==> src/rtl/irq_av_pkg.sv <==
package irq_av_pkg;
   localparam int SRC_COUNT = 14;
   localparam int FETCH_AW  = 16;
   localparam int BYTE_W    = 8;

   // Source positions; the order is the priority order (index 0 first)
   typedef enum int {
      SRC_LVL2 = 0, SRC_LVL4, SRC_LVL6, SRC_LVL8,
      SRC_EMP2, SRC_EMP4, SRC_EMP6, SRC_EMP8,
      SRC_FUL2, SRC_FUL4, SRC_FUL6, SRC_FUL8,
      SRC_XFER_DONE, SRC_XFER_WAVE
   } src_pos_e;
endpackage

==> src/rtl/irq_pend_bank.sv <==
module irq_pend_bank #(
   parameter int N = 14
) (
   input  logic         clk,
   input  logic         rst_n,
   input  logic [N-1:0] req_i,
   input  logic         clr_we_i,
   input  logic [N-1:0] clr_mask_i,
   output logic [N-1:0] pend_o
);
   logic [N-1:0] req_q;
   logic [N-1:0] pend_q;
   logic [N-1:0] rise;
   logic [N-1:0] clr_eff;

   assign rise    = req_i & ~req_q;
   assign clr_eff = clr_we_i ? clr_mask_i : '0;

   always_ff @(posedge clk) begin
      if (!rst_n) begin
         req_q  <= '0;
         pend_q <= '0;
      end else begin
         req_q  <= req_i;
         // a new edge overrides a clear on the same bit
         pend_q <= (pend_q & ~clr_eff) | rise;
      end
   end

   assign pend_o = pend_q;

   genvar gi;
   generate
      for (gi = 0; gi < N; gi++) begin : g_chk
         p_edge_sets_r2: assert property (@(posedge clk) disable iff (!rst_n)
            (req_i[gi] && !req_q[gi]) |=> pend_o[gi]);
         p_clear_works_r3: assert property (@(posedge clk) disable iff (!rst_n)
            (clr_we_i && clr_mask_i[gi] && !(req_i[gi] && !req_q[gi])) |=> !pend_o[gi]);
         p_hold_r3: assert property (@(posedge clk) disable iff (!rst_n)
            (!(clr_we_i && clr_mask_i[gi]) && !(req_i[gi] && !req_q[gi])) |=> $stable(pend_o[gi]));
      end
   endgenerate
endmodule

==> src/rtl/irq_prio_sel.sv <==
module irq_prio_sel #(
   parameter int N     = 14,
   localparam int IW   = (N > 1) ? $clog2(N) : 1
) (
   input  logic          clk,
   input  logic          rst_n,
   input  logic [N-1:0]  active_i,
   output logic          hit_o,
   output logic [IW-1:0] idx_o
);
   always_comb begin
      hit_o = 1'b0;
      idx_o = '0;
      for (int k = N - 1; k >= 0; k--) begin
         if (active_i[k]) begin
            hit_o = 1'b1;
            idx_o = IW'(k);
         end
      end
   end

   p_winner_active_r6: assert property (@(posedge clk) disable iff (!rst_n)
      hit_o |-> active_i[idx_o]);
   p_none_lower_r6: assert property (@(posedge clk) disable iff (!rst_n)
      hit_o |-> ((active_i & ((N'(1) << idx_o) - N'(1))) == '0));
   p_no_hit_idle_r5: assert property (@(posedge clk) disable iff (!rst_n)
      !hit_o |-> (active_i == '0));
endmodule

==> src/rtl/irq_fetch_sub.sv <==
module irq_fetch_sub #(
   parameter int          AW       = 16,
   parameter int          DW       = 8,
   parameter int          IW       = 4,
   parameter logic [AW-1:0] SUB_ADDR = 16'h0055,
   parameter int          VEC_BASE = 8'h80,
   parameter int          VEC_STEP = 4
) (
   input  logic          clk,
   input  logic          rst_n,
   input  logic          av_en_i,
   input  logic          hit_i,
   input  logic [IW-1:0] idx_i,
   input  logic [AW-1:0] fetch_addr_i,
   input  logic [DW-1:0] mem_data_i,
   output logic [DW-1:0] fetch_data_o
);
   logic [DW-1:0] vec_byte;
   logic          take;

   assign vec_byte     = DW'(VEC_BASE) + DW'(VEC_STEP) * DW'(idx_i);
   assign take         = av_en_i && hit_i && (fetch_addr_i == SUB_ADDR);
   assign fetch_data_o = take ? vec_byte : mem_data_i;

   p_pass_other_r8: assert property (@(posedge clk) disable iff (!rst_n)
      (fetch_addr_i != SUB_ADDR) |-> (fetch_data_o == mem_data_i));
   p_pass_off_r9: assert property (@(posedge clk) disable iff (!rst_n)
      !av_en_i |-> (fetch_data_o == mem_data_i));
   p_vec_range_r7: assert property (@(posedge clk) disable iff (!rst_n)
      take |-> (fetch_data_o >= DW'(VEC_BASE) && fetch_data_o[1:0] == 2'b00));
endmodule

==> src/rtl/irq_autovec.sv <==
module irq_autovec
   import irq_av_pkg::*;
#(
   parameter int N_SRC    = SRC_COUNT,
   parameter int ADDR_W   = FETCH_AW,
   parameter int DATA_W   = BYTE_W,
   parameter int SUB_ADDR = 16'h0055,
   parameter int VEC_BASE = 8'h80,
   parameter int VEC_STEP = 4
) (
   input  logic              clk,
   input  logic              rst_n,
   input  logic [N_SRC-1:0]  req_i,
   input  logic [N_SRC-1:0]  en_i,
   input  logic              av_en_i,
   input  logic              clr_we_i,
   input  logic [N_SRC-1:0]  clr_mask_i,
   input  logic [ADDR_W-1:0] fetch_addr_i,
   input  logic [DATA_W-1:0] mem_data_i,
   output logic [DATA_W-1:0] fetch_data_o,
   output logic              irq_o,
   output logic [N_SRC-1:0]  pend_o
);
   localparam int IDX_W  = (N_SRC > 1) ? $clog2(N_SRC) : 1;
   localparam int VEC_HI = VEC_BASE + VEC_STEP * (N_SRC - 1);

   generate
      if (N_SRC < 1) begin : g_bad_count
         $error("N_SRC must be at least 1");
      end
      if (VEC_HI >= (1 << DATA_W)) begin : g_bad_vec
         $error("vector range exceeds the data width");
      end
      if (SUB_ADDR >= (1 << ADDR_W)) begin : g_bad_addr
         $error("substitution address exceeds the address width");
      end
   endgenerate

   logic [N_SRC-1:0] active;
   logic             hit;
   logic [IDX_W-1:0] win_idx;

   irq_pend_bank #(.N(N_SRC)) u_bank (
      .clk        (clk),
      .rst_n      (rst_n),
      .req_i      (req_i),
      .clr_we_i   (clr_we_i),
      .clr_mask_i (clr_mask_i),
      .pend_o     (pend_o)
   );

   assign active = pend_o & en_i;
   assign irq_o  = |active;

   irq_prio_sel #(.N(N_SRC)) u_sel (
      .clk      (clk),
      .rst_n    (rst_n),
      .active_i (active),
      .hit_o    (hit),
      .idx_o    (win_idx)
   );

   irq_fetch_sub #(
      .AW       (ADDR_W),
      .DW       (DATA_W),
      .IW       (IDX_W),
      .SUB_ADDR (ADDR_W'(SUB_ADDR)),
      .VEC_BASE (VEC_BASE),
      .VEC_STEP (VEC_STEP)
   ) u_sub (
      .clk          (clk),
      .rst_n        (rst_n),
      .av_en_i      (av_en_i),
      .hit_i        (hit),
      .idx_i        (win_idx),
      .fetch_addr_i (fetch_addr_i),
      .mem_data_i   (mem_data_i),
      .fetch_data_o (fetch_data_o)
   );

   p_irq_follows_sel_r5: assert property (@(posedge clk) disable iff (!rst_n)
      irq_o == hit);
endmodule

==> config.mk <==
export PLATFORM = sky130hd
export DESIGN_NAME = irq_autovec
export DESIGN_NICKNAME = d
export VERILOG_FILES = /design/src/rtl/irq_av_pkg.sv /design/src/rtl/irq_pend_bank.sv /design/src/rtl/irq_prio_sel.sv /design/src/rtl/irq_fetch_sub.sv /design/src/rtl/irq_autovec.sv
export SDC_FILE = /design/constraint.sdc
export NUM_CORES = 1
export LEC_CHECK = 0
export BUFFER_PORTS_ARGS = -buffer_cell sky130_fd_sc_hd__buf_2
export CAP_MARGIN = 10
export CORE_AREA = 4 4 65 67
export CTS_CLUSTER_DIAMETER = 60
export DETAILED_ROUTE_END_ITERATION = 12
export DIE_AREA = 0 0 69 71
export GPL_ROUTABILITY_DRIVEN = 0
export MAX_ROUTING_LAYER = met4
export PLACE_DENSITY = 0.75
export REMOVE_ABC_BUFFERS = 1
export SLEW_MARGIN = 20
export SYNTH_ARGS = -nofsm -noshare
export SYNTH_HDL_FRONTEND = slang
export SYNTH_SLANG_ARGS = --single-unit
==> constraint.sdc <==
create_clock -name clk -period 1.6 [get_ports clk]
set_input_delay 0.24 -clock clk [delete_from_list [all_inputs] [get_ports clk]]
set_output_delay 0.24 -clock clk [all_outputs]
set_load 0.01 [all_outputs]
==> impl_results.md, run 1 <==
* Status: finished with violations
* Failing checks: setup timing
* Die area at 4900 um2
* Worst path cell trace: a22oi_2 -> nand4_1 -> or2_4 -> nand2_4 -> mux2_4 -> buf_6
* Critical path destination: fetch_data_o[4]
* FFs w/ async S/R, synth at 0%
* Sequential share of the synthesized area at 42.2%
* Hpwl dp at about 3100 um
* Cells after synthesis at 150
* Hold_ws at 0.168 ns
* Final Util at a little over three fifths
* Startpoint Class: flip-flop
* Vias post-DR at 1530
* Antenna diodes at 0
* CTS max path bufs at 2
* Cell Area, Synth at 1330 um2
* Largest net degree at the start of global routing at 29
* Post-route DRC at 0
* Yosys top cell area share at 42.2%
* Hold Crit Class: in2reg
* Drt total wl at 4200 um
* Endpoints failing setup at 9
* WL/cell at around 13 um
* Power per cell area at 781 nW/um2
* P&R area growth vs syn at 73.1%
* R2r startpoint: u_bank.pend_o[11]$_SDFF_PN0_
* Worst Max-Slew Pin Slew at 0.392 ns
* Slowest stage delay, CP at 0.34 ns
* Antenna-violating nets left at 0
* Row cnt at 22
* Worst Setup SP: u_bank.pend_o[3]$_SDFF_PN0_
* Reg-to-Reg End: u_bank.pend_o[11]$_SDFF_PN0_
* Rel. slew slack at 73.9%
* Via-per-instance ratio at between 4 and 5
* Slew Limit Fails at 0
* Final min period at 2.02 ns
* Reg2Reg Depth at 3
* Reg clk slew, reported paths at approximately 0.10 ns
* First-pass GRT wire length at 6650 um
* Synthesized area per cell at 8.86 um2
* Max frequency at 495 MHz
* Die W at 69 um
* Antenna violations before repair at 0
* Depth of the CTS H-tree at 1
* Fill cell count at 330
* Worst R2R Setup Slack at 0.83 ns
* GRT Util Overall at 17.2%
* PortBufs at 92
* Final hold vios at 0
* Worst setup EP type: output port
* Worst path slowest cell: dfxtp_1
* GRT overflow at 0
* Kind of critical path: reg2out
* Tcrit/Tclk final at 126%
* Worst Path Max Fanout at 4
* Core ar. at 3630 um2
* CTS sink cnt at 28
* Synth cell count leaders: 28 x dfxtp_1, 28 x nor2b_1, 23 x nand2_1
* Vias in the first global route at 1503
* Top post-synthesis cells by area: dfxtp_1 42%, nor2b_1 13%, and2_1 7.1%, nand2_1 6.5%, a21oi_1 6.4%
* Worst endpoint required time at 1.36 ns
* Yosys reg bits at 28
* Yosys Warn Count at 0
* First drt pass iteration count at 4
* CTS Buf Count at 3
* Leading area contributor after synthesis: dfxtp_1
* Hold_buf cts at 0
* CTS root buffer: clkbuf_8
* Leak at 0.00112 uW
* Die Span Y at slightly above 70 um
* Number of synthesized flops with an enable pin at 0
* CTS tree: done
* Setup WS pre-CTS at -0.357 ns
* Share of layout cells above drive strength 1 at 57.1%
* Final nets at 346
* RSZ-0062 raised after global routing: yes
* Hold path startpoint: req_i[13]
* Clk_lat worst skew at 0.27 ns
* Ys flop type: dfxtp_1
* Worst setup slack after layout at -0.420 ns
* Worst clock skew at 0.00183 ns
* Initial Util at 36.6%
* CP arrival at about 1.8 ns
* First DRT Iteration DRCs at 39
* Post-synthesis cell type count at 26
* I/O pin total at 93
* Peak VDD IR at 0.511 mV
* Max_cap viols at 0
-- metal layers --
| layer | track usage [%] | vias up | part of all wire [%] |
|---|---|---|---|
| met5 | - | - | 0 |
| met4 | 3.25 | 0 | 1.2 |
| met3 | 5.40 | 6 | 8.6 |
| met2 | 29.8 | 76 | 48 |
| met1 | 19.7 | 673 | 42 |
| li1 | - | 775 | - |
-- cell usage in the layout, fill, tap and decap left out, types with 3 or more instances in the layout --
cell	n
nor2b_1	28
mux2_4	3
dfxtp_1	25
and2_4	3
and2_1	15
buf_6	11
a21oi_1	15
buf_2	83
dfxtp_2	3
clkbuf_8	3
buf_4	30
nand2_1	22
a22oi_2	6
-- through the flow --
stage	power [uW]	setup TNS [ns]	area, um2	std cells
floorplan	942	-0.547	1320	147
global placement	1180	-1.45	2040	314
detailed placement	1190	-1.85	2040	314
CTS	1800	-2.95	2240	323
global route	1900	-3.43	2300	323
finish	1800	-2.76	2300	323
-- flip-flops by register name (all words and copies together) (netlist names) --
register / cells
u_bank.req_q: 14
u_bank.pend_o: 14
-- repair_timing --
| action | 4_1_cts | 5_1_grt |
|---|---|---|
| resized for setup | 20 | 14 |
| endpoints found under the hold margin | 0 | 0 |
| cloned | 0 | 0 |
| pin swaps | 13 | 13 |
| setup endpoints to repair | 9 | 9 |
| buffers inserted | 7 | 0 |
-- kinds of logic after synthesis --
group | Yosys count | share of synthesized area [%]
buf+inv | 3 | 0.847
mux | 3 | 3.39
flops | 28 | 42.2
simple gates | 82 | 37.5
compound gates | 34 | 16.1
-- final cells by class --
cell class                 count  area, um2  area share, %
multi-input combinational    119        840           36.5
sequential                    28        564           24.5
clock buffer                   3       41.3           1.80
tap                           48       60.1           2.61
timing repair buffer         124        764           33.2
clock inverter                 1       30.0           1.31
-- worst max-delay path: cells and delay by family (launching register included) --
kind / cells / cell delay, ns
DFF: 1 / 0.34
and+or+nand+nor: 3 / 0.54
buffers and inverters: 1 / 0.12
muxes: 1 / 0.31
AOI/OAI and AO/OA: 1 / 0.19
-- power breakdown --
part | leakage (uW) | total [uW] | internal [uW] | switching [uW]
logic | 0.000855 | 472 | 273 | 199
registers | 0.000234 | 767 | 743 | 24.1
clock network | 0.0000357 | 557 | 335 | 222
total | 0.00112 | 1800 | 1350 | 445
-- worst min-delay path by stage --
| stage | cells after the start | endpoint | slack [ns] |
|---|---|---|---|
| 4_1_cts | 2 | u_bank.req_q[11]$_SDFF_PN0_ | 0.16 |
| 3_5_place_dp | 2 | u_bank.req_q[7]$_SDFF_PN0_ | 0.46 |
| 3_3_place_gp | 2 | u_bank.req_q[11]$_SDFF_PN0_ | 0.45 |
| 2_1_floorplan | 1 | u_bank.req_q[0]$_SDFF_PN0_ | 0.36 |
| 5_1_grt | 2 | u_bank.req_q[1]$_SDFF_PN0_ | 0.16 |
| 6_report | 2 | u_bank.req_q[13]$_SDFF_PN0_ | 0.17 |
No activity file was read; power rests on OpenSTA's default activity.
==> run 2, diff against run 1 <==
--- a/config.mk
+++ b/config.mk
@@ -14,6 +14,7 @@
 export GPL_ROUTABILITY_DRIVEN = 0
 export MAX_ROUTING_LAYER = met4
 export PLACE_DENSITY = 0.75
+export RECOVER_POWER = 25
 export REMOVE_ABC_BUFFERS = 1
 export SLEW_MARGIN = 20
 export SYNTH_ARGS = -nofsm -noshare
==> run 2 against run 1 <==
The flow still finishes with violations (setup timing). Sequential cell count is the same. Count of clock-buffer cells in the layout stayed put. Total power about the same.
==> impl_results.md, run 2 (synthesized netlist as in run 1, its figures left out) <==
* Die W at 69 um (unchanged)
* Antenna diodes at 0 (unchanged)
* Register area at 564 um2 (unchanged)
* Share of layout cells above drive strength 1 at 56.7% (was 57.1%)
* Inst Count DP at 314 (unchanged)
* I/O pin total at 93 (unchanged)
* Hold Crit Class: in2reg (unchanged)
* CP arrival at 1.78 ns (about the same)
* Overall power at 1800 uW (about the same)
* Row cnt at 22 (unchanged)
* Final Util at 63.3% (about the same)
* First drt pass iteration count at 4 (unchanged)
* CTS tree: done (unchanged)
* PortBufs at 92 (unchanged)
* Hold_buf cts at 0 (unchanged)
* Via-per-instance ratio at 4.74 (unchanged)
* GRT overflow at 0 (unchanged)
* Most frequent cells in the layout: 82 x buf_2, 30 x buf_4, 28 x nor2b_1 (was 83 x buf_2, 30 x buf_4, 28 x nor2b_1)
* Die Span Y at 71 um (unchanged)
* Most common cell after layout, fill and taps aside: buf_2 (unchanged)
* Leak at 0.00112 uW (about the same)
* Fill cell count at 331 (was 330)
* CP bufs+invs at 1 (unchanged)
* Reg clk slew, reported paths at 0.10 ns (about the same)
* Max_cap viols at 0 (unchanged)
* Rel. slew slack at 37.3% (was 73.9%)
* Post-route DRC at 0 (unchanged)
* First DRT Iteration DRCs at 39 (unchanged)
* Initial Util at 36.6% (unchanged)
* Kind of critical path: reg2out (unchanged)
* Worst setup EP type: output port (unchanged)
* Endpoints failing setup at 9 (unchanged)
* Worst path slowest cell: dfxtp_1 (unchanged)
* Max frequency at 495 MHz (unchanged)
* First-pass GRT wire length at 6650 um (unchanged)
* Hpwl dp at 3140 um (unchanged)
* Slew Limit Fails at 0 (unchanged)
* Power per cell area at 781 nW/um2 (about the same)
* Die area at 4900 um2 (unchanged)
* Core ar. at 3630 um2 (unchanged)
* Final nets at 346 (unchanged)
* CTS root buffer: clkbuf_8 (unchanged)
* Status: finished with violations (unchanged)
* Depth of the CTS H-tree at 1 (unchanged)
* Largest net degree at the start of global routing at 29 (unchanged)
* Worst path cell trace: a22oi_2 -> nand4_1 -> or2_4 -> nand2_4 -> mux2_4 -> buf_6 (unchanged)
* RSZ-0062 raised after global routing: yes (unchanged)
* WL/cell at 13.0 um (about the same)
* Startpoint Class: flip-flop (unchanged)
* Slowest stage delay, CP at 0.34 ns (about the same)
* Clk_lat worst skew at 0.27 ns (about the same)
* Area of the multi-input gates at 840 um2 (unchanged)
* GRT Util Overall at 17.2% (unchanged)
* Antenna violations before repair at 0 (unchanged)
* Worst endpoint required time at 1.36 ns (about the same)
* Final hold vios at 0 (unchanged)
* P&R area growth vs syn at 73.0% (was 73.1%)
* CP delay by family, top: simple AND/OR/NAND/NOR gates (unchanged)
* Worst setup slack after layout at -0.420 ns (about the same)
* Antenna-violating nets left at 0 (unchanged)
* Peak VDD IR at 0.511 mV (about the same)
* CTS sink cnt at 28 (unchanged)
* Tcrit/Tclk final at 126% (about the same)
* Failing checks: setup timing (unchanged)
* Drt total wl at 4200 um (about the same)
* Worst Max-Slew Pin Slew at 0.941 ns (was 0.392 ns)
* CTS max path bufs at 2 (unchanged)
* Vias in the first global route at 1503 (unchanged)
* Final min period at 2.02 ns (about the same)
* Fin cells at 323 (unchanged)
* Worst Path Max Fanout at 4 (unchanged)
* Vias post-DR at 1530 (unchanged)
* Worst clock skew at 0.00185 ns (was 0.00183 ns)
* CTS Buf Count at 3 (unchanged)
-- run 2: power breakdown --
group	leakage [uW]	switching (uW)	total (uW)	internal, uW
sequential	0.000234	24.1	767	743
combinational	0.000850	199	472	273
clock	0.0000357	222	557	335
total	0.00112	445	1800	1350
-- run 2: repair_timing --
action,in CTS,in global routing
setup endpoints to repair,9,9
pin swaps,13,13
gates cloned,0,0
hold endpoints to repair,0,0
buffers inserted,7,0
resized for setup,20,14
-- run 2: worst paths after layout --
check                                     from                            to  slack, ns  cells after the start
setup / recovery   u_bank.pend_o[3]$_SDFF_PN0_               fetch_data_o[4]      -0.42                      6
hold / removal                       req_i[13]   u_bank.req_q[13]$_SDFF_PN0_       0.17                      2
setup reg to reg  u_bank.pend_o[11]$_SDFF_PN0_  u_bank.pend_o[11]$_SDFF_PN0_       0.83                      3
hold reg to reg     u_bank.req_q[5]$_SDFF_PN0_   u_bank.pend_o[5]$_SDFF_PN0_       0.54                      3
-- run 2: layout make-up --
type,count,share of cell area (%)
Clock buffer,3,1.80
Timing Repair Buffer,124,33.2
Sequential cell,28,24.6
Clock inverter,1,1.31
Multi-Input combinational cell,119,36.5
Tap cell,48,2.61
-- run 2: routing by layer --
metal / vias to the layer above / global-route usage [%] / part of all wire [%]
met5: - / - / 0
met4: 0 / 3.25 / 1.2
met3: 6 / 5.40 / 8.7
met2: 76 / 29.8 / 48
met1: 673 / 19.7 / 42
li1: 775 / - / -
-- run 2: metrics by stage --
step / instance area (um2) / worst slack (ns) / hold WS (ns) / setup TNS, ns
after global routing: 2300 / -0.488 / 0.162 / -3.43
after floorplan: 1320 / -0.165 / 0.362 / -0.547
final: 2300 / -0.420 / 0.168 / -2.76
after global placement: 2040 / -0.283 / 0.450 / -1.45
after CTS: 2240 / -0.413 / 0.161 / -2.95
after detailed placement: 2040 / -0.357 / 0.456 / -1.85
